$ cat src/rtl/mfc_pkg.sv
package mfc_pkg;
  localparam int WORD_W = 64;
  localparam int SR_W   = 8;
  localparam int Z_LEN  = 62;
  localparam int XFER_W = $clog2(2 * WORD_W);
  localparam int BIT_W  = $clog2(WORD_W);
  localparam int Z_W    = $clog2(Z_LEN);
  // constant sequence of the 128/128 variant, element 0 in the MSB
  localparam logic [Z_LEN-1:0] ZSEQ =
    62'b10101111011100000011010010011000101000010001111110010110110011;

  typedef struct packed {
    logic load;
    logic run;
    logic unload;
    logic parity;
    logic firstBit;
    logic lastBit;
    logic kConst;
  } mfcStrobe_t;
endpackage

$ cat src/rtl/mfc_lfsr.sv
module mfc_lfsr #(
  parameter int W = 3,
  parameter logic [W-1:0] TAPS = 3'b110,
  parameter logic [W-1:0] SEED = 3'b001
) (
  input  logic clk,
  input  logic rstN,
  output logic randBit
);
  logic [W-1:0] state;
  logic fb;

  assign fb = ^(state & TAPS);
  assign randBit = state[W-1];

  always_ff @(posedge clk) begin
    if (!rstN) state <= SEED;
    else       state <= {state[W-2:0], fb};
  end


  lfsr_live_chk: assert property (@(posedge clk) disable iff (!rstN)
    state != '0);
endmodule

$ cat src/rtl/mfc_ctrl.sv
module mfc_ctrl
  import mfc_pkg::*;
#(
  parameter int ROUNDS = 68
) (
  input  logic       clk,
  input  logic       rstN,
  input  logic       start,
  output mfcStrobe_t strobe,
  output logic       busy,
  output logic       outValid,
  output logic       done
);
  localparam int RND_W = $clog2(ROUNDS);
  localparam logic [XFER_W-1:0] XFER_LAST  = XFER_W'(2 * WORD_W - 1);
  localparam logic [BIT_W-1:0]  BIT_LAST   = BIT_W'(WORD_W - 1);
  localparam logic [RND_W-1:0]  ROUND_LAST = RND_W'(ROUNDS - 1);
  localparam logic [Z_W-1:0]    Z_LAST     = Z_W'(Z_LEN - 1);

  typedef enum logic [1:0] {ST_IDLE, ST_LOAD, ST_RUN, ST_UNLOAD} state_t;

  state_t            state;
  logic [XFER_W-1:0] xferCnt;
  logic [BIT_W-1:0]  bitCnt;
  logic [RND_W-1:0]  roundCnt;
  logic [Z_W-1:0]    zIdx;
  logic              zBit;
  logic              lastRunCycle;

  assign zBit = ZSEQ[Z_LAST - zIdx];
  assign lastRunCycle = (bitCnt == BIT_LAST) && (roundCnt == ROUND_LAST);

  always_comb begin
    strobe          = '0;
    strobe.load     = (state == ST_LOAD);
    strobe.run      = (state == ST_RUN);
    strobe.unload   = (state == ST_UNLOAD);
    strobe.parity   = roundCnt[0];
    strobe.firstBit = strobe.run && (bitCnt == '0);
    strobe.lastBit  = strobe.run && (bitCnt == BIT_LAST);
    strobe.kConst   = (bitCnt >= BIT_W'(2)) || ((bitCnt == '0) && zBit);
  end

  assign busy     = (state != ST_IDLE);
  assign outValid = (state == ST_UNLOAD);
  assign done     = outValid && (xferCnt == XFER_LAST);

  always_ff @(posedge clk) begin
    if (!rstN) begin
      state    <= ST_IDLE;
      xferCnt  <= '0;
      bitCnt   <= '0;
      roundCnt <= '0;
      zIdx     <= '0;
    end else begin
      case (state)
        ST_IDLE: begin
          if (start) begin
            state   <= ST_LOAD;
            xferCnt <= '0;
          end
        end
        ST_LOAD: begin
          xferCnt <= xferCnt + 1'b1;
          if (xferCnt == XFER_LAST) begin
            state    <= ST_RUN;
            bitCnt   <= '0;
            roundCnt <= '0;
            zIdx     <= '0;
          end
        end
        ST_RUN: begin
          bitCnt <= bitCnt + 1'b1;
          if (bitCnt == BIT_LAST) begin
            zIdx <= (zIdx == Z_LAST) ? '0 : zIdx + 1'b1;
            if (roundCnt == ROUND_LAST) begin
              state   <= ST_UNLOAD;
              xferCnt <= '0;
            end else begin
              roundCnt <= roundCnt + 1'b1;
            end
          end
        end
        default: begin
          xferCnt <= xferCnt + 1'b1;
          if (xferCnt == XFER_LAST) state <= ST_IDLE;
        end
      endcase
    end
  end


  load_len_chk: assert property (@(posedge clk) disable iff (!rstN)
    (state == ST_LOAD && xferCnt != XFER_LAST) |=> state == ST_LOAD);

  round_bound_chk: assert property (@(posedge clk) disable iff (!rstN)
    (state == ST_RUN) |-> roundCnt <= ROUND_LAST);

  start_ignore_chk: assert property (@(posedge clk) disable iff (!rstN)
    (start && state == ST_RUN && !lastRunCycle) |=> state == ST_RUN);

  unload_len_chk: assert property (@(posedge clk) disable iff (!rstN)
    (outValid && !done) |=> outValid);

  done_end_chk: assert property (@(posedge clk) disable iff (!rstN)
    done |=> (!outValid && !busy));
endmodule

$ cat src/rtl/mfc_datapath.sv
module mfc_datapath
  import mfc_pkg::*;
(
  input  logic       clk,
  input  logic       rstN,
  input  mfcStrobe_t strobe,
  input  logic       randBit,
  input  logic [1:0] ptShareIn,
  input  logic [1:0] keyShareIn,
  output logic [1:0] ctShareOut
);
  // per-share taps: rotl1 -> tapA, rotl2 -> tapB, rotl8 -> tapC
  logic [1:0] tapA, tapB, tapC;
  logic [1:0] andOut;
  logic       zCross;

  // two-share AND gadget; linear parts stay inside each share
  assign andOut[0] = (tapA[0] & tapC[0]) ^ randBit;
  assign zCross    = (randBit ^ (tapA[0] & tapC[1])) ^ (tapA[1] & tapC[0]);
  assign andOut[1] = (tapA[1] & tapC[1]) ^ zCross;

  for (genvar s = 0; s < 2; s++) begin : g_share
    logic [WORD_W-1:0] xReg, yReg, kCur, kNext;
    logic [SR_W-1:0]   srDown, srUp, tapReg;
    logic              newBit, newKey, constBit;

    assign tapReg  = strobe.parity ? srUp : srDown;
    assign tapA[s] = tapReg[0];
    assign tapB[s] = tapReg[1];
    assign tapC[s] = tapReg[SR_W-1];
    assign constBit = (s == 0) ? strobe.kConst : 1'b0;
    assign newBit  = yReg[0] ^ andOut[s] ^ tapB[s] ^ kCur[0];
    assign newKey  = kCur[0] ^ kNext[3] ^ kNext[4] ^ constBit;
    assign ctShareOut[s] = yReg[0];

    always_ff @(posedge clk) begin
      if (!rstN) begin
        xReg   <= '0;
        yReg   <= '0;
        kCur   <= '0;
        kNext  <= '0;
        srDown <= '0;
        srUp   <= '0;
      end else if (strobe.load) begin
        xReg   <= {ptShareIn[s], xReg[WORD_W-1:1]};
        yReg   <= {xReg[0], yReg[WORD_W-1:1]};
        kNext  <= {keyShareIn[s], kNext[WORD_W-1:1]};
        kCur   <= {kNext[0], kCur[WORD_W-1:1]};
        srDown <= {srDown[SR_W-2:0], ptShareIn[s]};
      end else if (strobe.run) begin
        xReg <= {newBit, xReg[WORD_W-1:1]};
        yReg <= {xReg[0], yReg[WORD_W-1:1]};
        if (!strobe.parity) begin
          srDown <= {srDown[SR_W-2:0], xReg[0]};
          srUp   <= {srUp[SR_W-2:0], newBit};
        end else begin
          srUp   <= {srUp[SR_W-2:0], xReg[0]};
          srDown <= {srDown[SR_W-2:0], newBit};
        end
        if (strobe.lastBit) begin
          kCur  <= {kNext[0], kNext[WORD_W-1:1]};
          kNext <= {newKey, kCur[WORD_W-1:1]};
        end else begin
          kCur  <= {newKey, kCur[WORD_W-1:1]};
          kNext <= {kNext[0], kNext[WORD_W-1:1]};
        end
      end else if (strobe.unload) begin
        yReg <= {xReg[0], yReg[WORD_W-1:1]};
        xReg <= {1'b0, xReg[WORD_W-1:1]};
      end
    end


    tap_align_chk: assert property (@(posedge clk) disable iff (!rstN)
      strobe.firstBit |-> (tapReg[0] == xReg[WORD_W-1] &&
                           tapReg[SR_W-1] == xReg[WORD_W-SR_W]));
  end
endmodule

$ cat src/rtl/mfc_top.sv
module mfc_top #(
  parameter int ROUNDS = 68,
  parameter int LFSR_W = 3,
  parameter logic [LFSR_W-1:0] LFSR_TAPS = 3'b110,
  parameter logic [LFSR_W-1:0] LFSR_SEED = 3'b101
) (
  input  logic       clk,
  input  logic       rstN,
  input  logic       start,
  input  logic [1:0] ptShareIn,
  input  logic [1:0] keyShareIn,
  output logic       busy,
  output logic [1:0] ctShareOut,
  output logic       outValid,
  output logic       done
);
  mfc_pkg::mfcStrobe_t strobe;
  logic randBit;

  mfc_ctrl #(.ROUNDS(ROUNDS)) u_ctrl (
    .clk(clk), .rstN(rstN), .start(start), .strobe(strobe),
    .busy(busy), .outValid(outValid), .done(done)
  );

  mfc_lfsr #(.W(LFSR_W), .TAPS(LFSR_TAPS), .SEED(LFSR_SEED)) u_lfsr (
    .clk(clk), .rstN(rstN), .randBit(randBit)
  );

  mfc_datapath u_dp (
    .clk(clk), .rstN(rstN), .strobe(strobe), .randBit(randBit),
    .ptShareIn(ptShareIn), .keyShareIn(keyShareIn), .ctShareOut(ctShareOut)
  );
endmodule

$ cat config.mk
export PLATFORM = sky130hd
export DESIGN_NAME = mfc_top
export DESIGN_NICKNAME = d
export VERILOG_FILES = /design/src/rtl/mfc_pkg.sv /design/src/rtl/mfc_lfsr.sv /design/src/rtl/mfc_ctrl.sv /design/src/rtl/mfc_datapath.sv /design/src/rtl/mfc_top.sv
export SDC_FILE = /design/constraint.sdc
export NUM_CORES = 1
export LEC_CHECK = 0
export BUFFER_PORTS_ARGS = -buffer_cell sky130_fd_sc_hd__buf_2
export CORE_ASPECT_RATIO = 0.7
export CORE_MARGIN = 4
export CORE_UTILIZATION = 55
export DETAILED_ROUTE_END_ITERATION = 8
export PLACE_DENSITY_LB_ADDON = 0.05
export SLEW_MARGIN = 20
export SYNTH_ARGS = -nofsm -noshare
export SYNTH_HDL_FRONTEND = slang
export SYNTH_HIERARCHICAL = 1
export SYNTH_SLANG_ARGS = --single-unit
$ cat constraint.sdc
create_clock -name clk -period 6.3 [get_ports clk]
set_input_delay 0.315 -clock clk [delete_from_list [all_inputs] [get_ports clk]]
set_output_delay 0.315 -clock clk [all_outputs]
set_load 0.02 [all_outputs]
==> PnR_summary.wiki, run 1 <==
{| class="wikitable"
! Metric !! Value
|-
| TritonCTS clock tree || built
|-
| Gate count of the mapped netlist || 2962
|-
| Hold-fix buffers at CTS || 1
|-
| Signal arrival time at the worst endpoint || 4.42 ns
|-
| Die area || approximately 45000 um2
|-
| Crit. End Element || flip-flop
|-
| Final total negative setup slack || 0 ns
|-
| Post-cts repair resize count || 0
|-
| Vias in the first global route || 16900
|-
| Number of setup buffers added after CTS || 0
|-
| First-iteration detailed-routing DRC count || around 1500
|-
| Clock Tree Buf Depth || 3
|-
| Setup slack after placement || 2.41 ns
|-
| Average instance area after synthesis || approximately 8 um2
|-
| Number of nets in the synthesized netlist || 2985
|-
| Die height || 180 um
|-
| Growth of design area from synthesis to finish || 7.49%
|-
| Share of total power in the clock network || 0.293
|-
| Overall die width || 253 um
|-
| Detailed-routed wire length on met3 || between 1.5 and 2 mm
|-
| Ratio of routed vias to standard cells || 5.51
|-
| Number of top-level pins || 12
|-
| Startpoint type of the worst setup path || flip-flop
|-
| Routed length per instance || 13.4 um
|-
| Final HPWL DP || 24.3 mm
|-
| Maximum level of the CTS H-tree || 2
|-
| Critical Path Fanout Max || 176
|-
| Worst vdd ir || 0.499 mV
|-
| Power density over the cells || 456 nW/um2
|-
| Number of antenna violations at the first check in global routing || 2
|-
| First-pass GRT wire length || around 78 mm
|-
| Vias post-DR || approximately 19000
|-
| Worst Path Required || 6.75 ns
|-
| Uppermost layer routed || met4
|-
| Hold/Removal Path Class || input pin to flip-flop
|-
| Share of the cycle needed by the critical path after routing || 0.631
|-
| Reg-to-reg startpoint || u_ctrl/state[1]$_SDFFE_PN0P_
|-
| Placer congestion estimate || ~0.76
|-
| Reported max-cap violation count || 0
|-
| Slew at the pin closest to its max-slew limit || between 1 and 1.5 ns
|-
| Insertion delay to the later sink of the worst-skew pair || 0.58 ns
|-
| First-pass iteration count of the detailed router || 5
|-
| Tmin final || 3.98 ns
|-
| Met1 WL || 22.6 mm
|-
| Sequential share of power || 0.401
|-
| Beginning of the worst hold path || ptShareIn[0]
|-
| CTS buffer count || between 50 and 60
|-
| Core box area || between 40000 and 50000 um2
|-
| Pin count of the biggest net entering global routing || between 300 and 400
|-
| Cell-internal power || 7110 uW
|-
| Remaining antenna violation count || 0
|-
| Status || finished, final reports clean
|-
| Max Clk Rate || between 200 and 300 MHz
|-
| Synthesis warning total || 6
|-
| Slew headroom || 0.229
|-
| Routed met2 length || 19.9 mm
|-
| Worst setup path start || u_ctrl/state[1]$_SDFFE_PN0P_
|-
| Final number of hold-violating endpoints || 0
|-
| Hold Slack || 0.0926 ns
|-
| Leakage dissipation || approximately 0.008 uW
|-
| Initial core utilization || 0.561
|-
| Cell row count || 62
|-
| Unrepaired setup endpoints after global routing || false
|-
| Routed wire length || approximately 45 mm
|-
| Cell at the root of the clock tree || clkbuf_16
|-
| Final setup violating endpoints || 0
|-
| Proportion of layout cells with a drive suffix above 1 || 0.0501
|-
| Count of input and output buffers || 11
|-
| Clk_skew || around 0.025 ns
|-
| Sum of overflow across all layers after global routing || 0
|-
| Clock slew at the register clock pins of the worst setup and hold paths || ~0.07 ns
|-
| Total number of nets in the final design || 2813
|-
| Net switching power || ~4200 uW
|-
| Final Max Slew Viols || 0
|-
| Count of unresolved DRC violations after routing || 0
|-
| Synthesized area || 23100 um2
|-
| TritonCTS Sinks || ~580
|-
| Switching Share || 0.373
|-
| Overall fraction of global-route tracks in use || 0.191
|-
| Setup slack of the critical path after layout || 2.32 ns
|-
| Setup CP Type || flip-flop to flip-flop
|-
| Portion of total power attributed to combinational logic || 0.306
|}
[metrics by stage]
| stage | util | total power (uW) | area [um2] | instances |
|---|---|---|---|---|
| floorplan | - | 7500 | 23100 | 2962 |
| global placement | 0.556 | 7900 | 23000 | 3276 |
| detailed placement | 0.556 | 8070 | 23000 | 3276 |
| CTS | 0.601 | 11400 | 24800 | 3376 |
| finish | 0.603 | 11400 | 24900 | 3379 |
| global route | 0.603 | 12100 | 24900 | 3379 |
[state kept, by name, summed over array words and instances, names as in the netlist, 3 cells and up]
name                 count
u_ctrl/roundCnt          7
u_ctrl/xferCnt           7
u_lfsr/state             3
u_dp/g_share.kNext     128
u_ctrl/zIdx              6
u_dp/g_share.yReg      128
u_dp/g_share.kCur      128
u_dp/g_share.xReg      128
u_dp/g_share.srDown     16
u_dp/g_share.srUp       16
u_ctrl/bitCnt            6
[metal layers]
metal / vias up / GRT usage
met3: 59 / 0.0328
met1: 8643 / 0.273
met4: 0 / 0.0476
met2: 266 / 0.304
li1: 9637 / -
met5: - / 0
[power groups by stage]
stage	sequential, uW	clock, uW	combinational [uW]
floorplan	4500	0	3000
global placement	4590	0	3310
detailed placement	4620	0	3450
CTS	4540	3430	3450
global route	4620	3580	3940
finish	4550	3330	3480
[critical path, cell delays in order, from the launching register on]
cell and delay (ns):
dfxtp_1 0.34, inv_1 0.09, ha_1 0.68, inv_2 0.26, nand2_8 0.42, buf_16 0.43
buf_12 0.51, buf_16 0.50, nor2_1 0.09, a311oi_1 0.30
[path summary, 6_finish.rpt]
check,cells past startpoint,endpoint,slack [ns]
hold / removal,3,u_dp/g_share[0].srDown[0]$_SDFFE_PN0P_,0.09
setup reg to reg,9,u_dp/g_share[0].kNext[23]$_SDFFE_PN0P_,2.32
setup / recovery,9,u_dp/g_share[0].kNext[23]$_SDFFE_PN0P_,2.32
hold reg to reg,2,u_dp/g_share[0].yReg[32]$_SDFFE_PN0P_,0.45
[cells in the final DEF (no fill, tap or decap), types with 5 or more instances in the layout]
cell type	instances
ha_1	16
a21oi_1	296
xor2_1	9
clkbuf_1	8
buf_2	11
clkbuf_8	14
nor3_1	5
nor2_1	276
a311oi_1	254
mux2i_1	8
buf_12	6
nand3_1	15
a31oi_1	7
bufinv_16	5
clkbuf_16	55
inv_1	11
dfxtp_1	575
o21ai_0	24
nor2b_1	5
clkinv_2	14
nand2b_1	6
a21boi_0	10
nand2_1	1101
xnor2_1	18
[cell type report]
class | instances | area (um2)
fillers | 3660 | 16400
flip-flops and latches | 575 | 11500
multi-input cells | 2122 | 10500
clock buffers | 77 | 1600
well taps | 544 | 681
repair buffers | 24 | 270
clock inverters | 22 | 245
inverters | 14 | 60.1
diodes | 1 | 2.50
No activity file was read; power rests on OpenSTA's default activity.
==> inputs of run 2 (changes only) <==
--- a/config.mk
+++ b/config.mk
@@ -5,6 +5,7 @@
 export SDC_FILE = /design/constraint.sdc
 export NUM_CORES = 1
 export LEC_CHECK = 0
+export ABC_AREA = 1
 export BUFFER_PORTS_ARGS = -buffer_cell sky130_fd_sc_hd__buf_2
 export CORE_ASPECT_RATIO = 0.7
 export CORE_MARGIN = 4
==> constraint.sdc (replaced) <==
create_clock -name clk -period 3.81 [get_ports clk]
set_input_delay 0.1905 -clock clk [delete_from_list [all_inputs] [get_ports clk]]
set_output_delay 0.1905 -clock clk [all_outputs]
set_load 0.02 [all_outputs]
==> run 2 against run 1 <==
Against the previous run:
- non-clock buffer count up 9
- critical endpoint is now u_dp/g_share[0].kNext[49]$_SDFFE_PN0P_
- area after synthesis up 1.6%
- clock-buffer cell count down 5
- sequential power up 130%
- die area up 1.5%
- fmax up 40%
==> PnR_summary.wiki, run 2 <==
{| class="wikitable"
! Metric !! Value
|-
| Status || finished, final reports clean
|-
| Count of unresolved DRC violations after routing || 0
|-
| Worst vdd ir || 0.757 mV
|-
| Final number of hold-violating endpoints || 0
|-
| Remaining antenna violation count || 0
|-
| Share of the cycle needed by the critical path after routing || 0.745
|-
| Final total negative setup slack || 0 ns
|-
| Slew headroom || 0.303
|-
| First-iteration detailed-routing DRC count || 1572
|-
| Gate family responsible for the most delay along the worst path || buffers and inverters
|-
| Slew at the pin closest to its max-slew limit || 1.04 ns
|-
| Beginning of the worst hold path || ptShareIn[0]
|-
| Worst hold endpoint || u_dp/g_share[0].srDown[0]$_SDFFE_PN0P_
|-
| Gate count of the mapped netlist || between 3000 and 4000
|-
| Count of input and output buffers || 11
|-
| Die height || roughly 180 um
|-
| Vias in the first global route || 17100
|-
| Synthesized area || 23500 um2
|-
| Hold/Removal Path Class || input pin to flip-flop
|-
| Setup slack of the critical path after layout || 0.971 ns
|-
| Placed insts || 3544
|-
| TritonCTS Sinks || between 500 and 600
|-
| Number of setup buffers added after CTS || 0
|-
| Average instance area after synthesis || 7.34 um2
|-
| Power density over the cells || 952 nW/um2
|-
| Final setup violating endpoints || 0
|-
| Die area || 46200 um2
|-
| Cell row count || 63
|-
| Leakage dissipation || 0.0100 uW
|-
| Overall die width || 255 um
|-
| Critical Path, Cell by Cell || ha_1, nor2_4, inv_6, buf_4, nand2_1, o21ai_1, a21oi_1
|-
| Worst hold path depth || 5
|-
| Proportion of layout cells with a drive suffix above 1 || 0.0528
|-
| Growth of design area from synthesis to finish || 7.44%
|-
| Most common cell after layout, fill and taps aside || o21ai_0
|-
| Critical Path Fanout Max || 99
|-
| Hold Slack || 0.0398 ns
|-
| Number of nets in the synthesized netlist || about 3200
|-
| Final HPWL DP || 24.3 mm
|-
| Fraction of the core area covered by cells at the end of the flow || 0.598
|-
| Number of antenna violations at the first check in global routing || 0
|-
| Clock slew at the register clock pins of the worst setup and hold paths || ~0.060 ns
|-
| Worst reg2reg path depth || 7
|-
| Bufs and invs on worst path || 2
|-
| Reg-to-reg startpoint || u_ctrl/state[0]$_SDFFE_PN0P_
|-
| First-pass iteration count of the detailed router || 5
|-
| Final Instance Count excl. Fillers || 3642
|-
| Crit. End Element || flip-flop
|-
| RR Endpoint || u_dp/g_share[0].kNext[49]$_SDFFE_PN0P_
|-
| Max Clk Rate || 352 MHz
|-
| Sum of overflow across all layers after global routing || 0
|-
| Signal arrival time at the worst endpoint || 3.26 ns
|-
| First-pass GRT wire length || 77.5 mm
|-
| Synthesis warning total || 6
|-
| Maximum level of the CTS H-tree || 2
|-
| Tmin final || approximately 2.8 ns
|-
| Pin count of the biggest net entering global routing || around 290
|-
| Startpoint type of the worst setup path || flip-flop
|-
| Clock Tree Buf Depth || 3
|-
| TritonCTS clock tree || built
|-
| Setup CP Type || flip-flop to flip-flop
|-
| Ratio of routed vias to standard cells || 5.19
|-
| Initial core utilization || 0.556
|-
| Overall fraction of global-route tracks in use || 0.189
|-
| Placer congestion estimate || 0.764
|-
| Commonest non-fill, non-tap cells in the layout || o21ai_0, dfxtp_1, nor2_1
|-
| Reported max-cap violation count || 0
|-
| Diode insertion count for antenna repair || 0
|-
| Cell with the largest stage delay on the worst path || ha_1
|-
| Slack of the worst reg-to-reg path || 0.97 ns
|-
| Worst Path Required || 4.24 ns
|-
| Clk_skew || 0.0210 ns
|-
| CTS buffer count || 53
|-
| Cell at the root of the clock tree || clkbuf_16
|-
| Core box area || about 42000 um2
|-
| Total number of nets in the final design || 3072
|-
| Routed wire length || 44.8 mm
|-
| Delay of the slowest cell on the worst path || between 0.8 and 0.9 ns
|-
| Number of top-level pins || 12
|-
| Routed length per instance || 12.3 um
|-
| Unrepaired setup endpoints after global routing || false
|-
| Setup slack after placement || between 1 and 1.5 ns
|-
| Post-cts repair resize count || 0
|-
| Insertion delay to the later sink of the worst-skew pair || ~0.59 ns
|-
| Vias post-DR || 18900
|-
| Final Max Slew Viols || 0
|}
run 2: worst max-delay path by stage:
stage | startpoint | endpoint | cells after the start
final | u_ctrl/state[0]$_SDFFE_PN0P_ | u_dp/g_share[0].kNext[49]$_SDFFE_PN0P_ | 7
after global routing | u_ctrl/state[1]$_SDFFE_PN0P_ | u_dp/g_share[1].kNext[43]$_SDFFE_PN0P_ | 8
after CTS | u_ctrl/state[1]$_SDFFE_PN0P_ | u_dp/g_share[0].kNext[49]$_SDFFE_PN0P_ | 8
after detailed placement | u_ctrl/state[1]$_SDFFE_PN0P_ | u_dp/g_share[0].kNext[49]$_SDFFE_PN0P_ | 8
after global placement | u_ctrl/state[1]$_SDFFE_PN0P_ | u_dp/g_share[1].kNext[51]$_SDFFE_PN0P_ | 8
after floorplan | u_ctrl/state[0]$_SDFFE_PN0P_ | u_dp/g_share[0].kCur[10]$_SDFFE_PN0P_ | 13
run 2: cell type report:
cell class / count / area (um2)
Multi-Input combinational cell: 2190 / 10100
Timing Repair Buffer: 33 / 373
Clock buffer: 72 / 1510
Fill cell: 3822 / 17000
Inverter: 196 / 771
Sequential cell: 575 / 11500
Clock inverter: 24 / 293
Tap cell: 552 / 691
run 2: report_power, final:
group,switching (uW),total (uW),internal (uW)
combinational,5370,8240,2870
clock,2260,5450,3180
sequential,1460,10400,8910
total,9090,24100,15000
run 2: metal layers:
| metal | vias to the layer above | part of all wire | track usage |
|---|---|---|---|
| met5 | - | 0 | 0 |
| met4 | 0 | 0.016 | 0.0421 |
| met3 | 60 | 0.035 | 0.0317 |
| met2 | 252 | 0.42 | 0.299 |
| met1 | 8407 | 0.53 | 0.273 |
| li1 | 10200 | - | - |
run 2: stage by stage:
stage          area (um2)  power, uW
6_report            25300      24100
2_1_floorplan       23500      17200
4_1_cts             25300      24300
3_5_place_dp        23400      18700
5_1_grt             25300      26300
3_3_place_gp        23400      18300
run 2: what timing repair did:
action,4_1_cts,5_1_grt
endpoints found under the setup margin,0,0
endpoints found under the hold margin,2,0
hold buffers,2,0
run 2: worst register-to-register path: stages, from the launching register on:
cell and delay [ns]:
dfxtp_1 0.39, ha_1 0.82, nor2_4 0.14, inv_6 0.50, buf_4 0.56, nand2_1 0.10
o21ai_1 0.10, a21oi_1 0.08
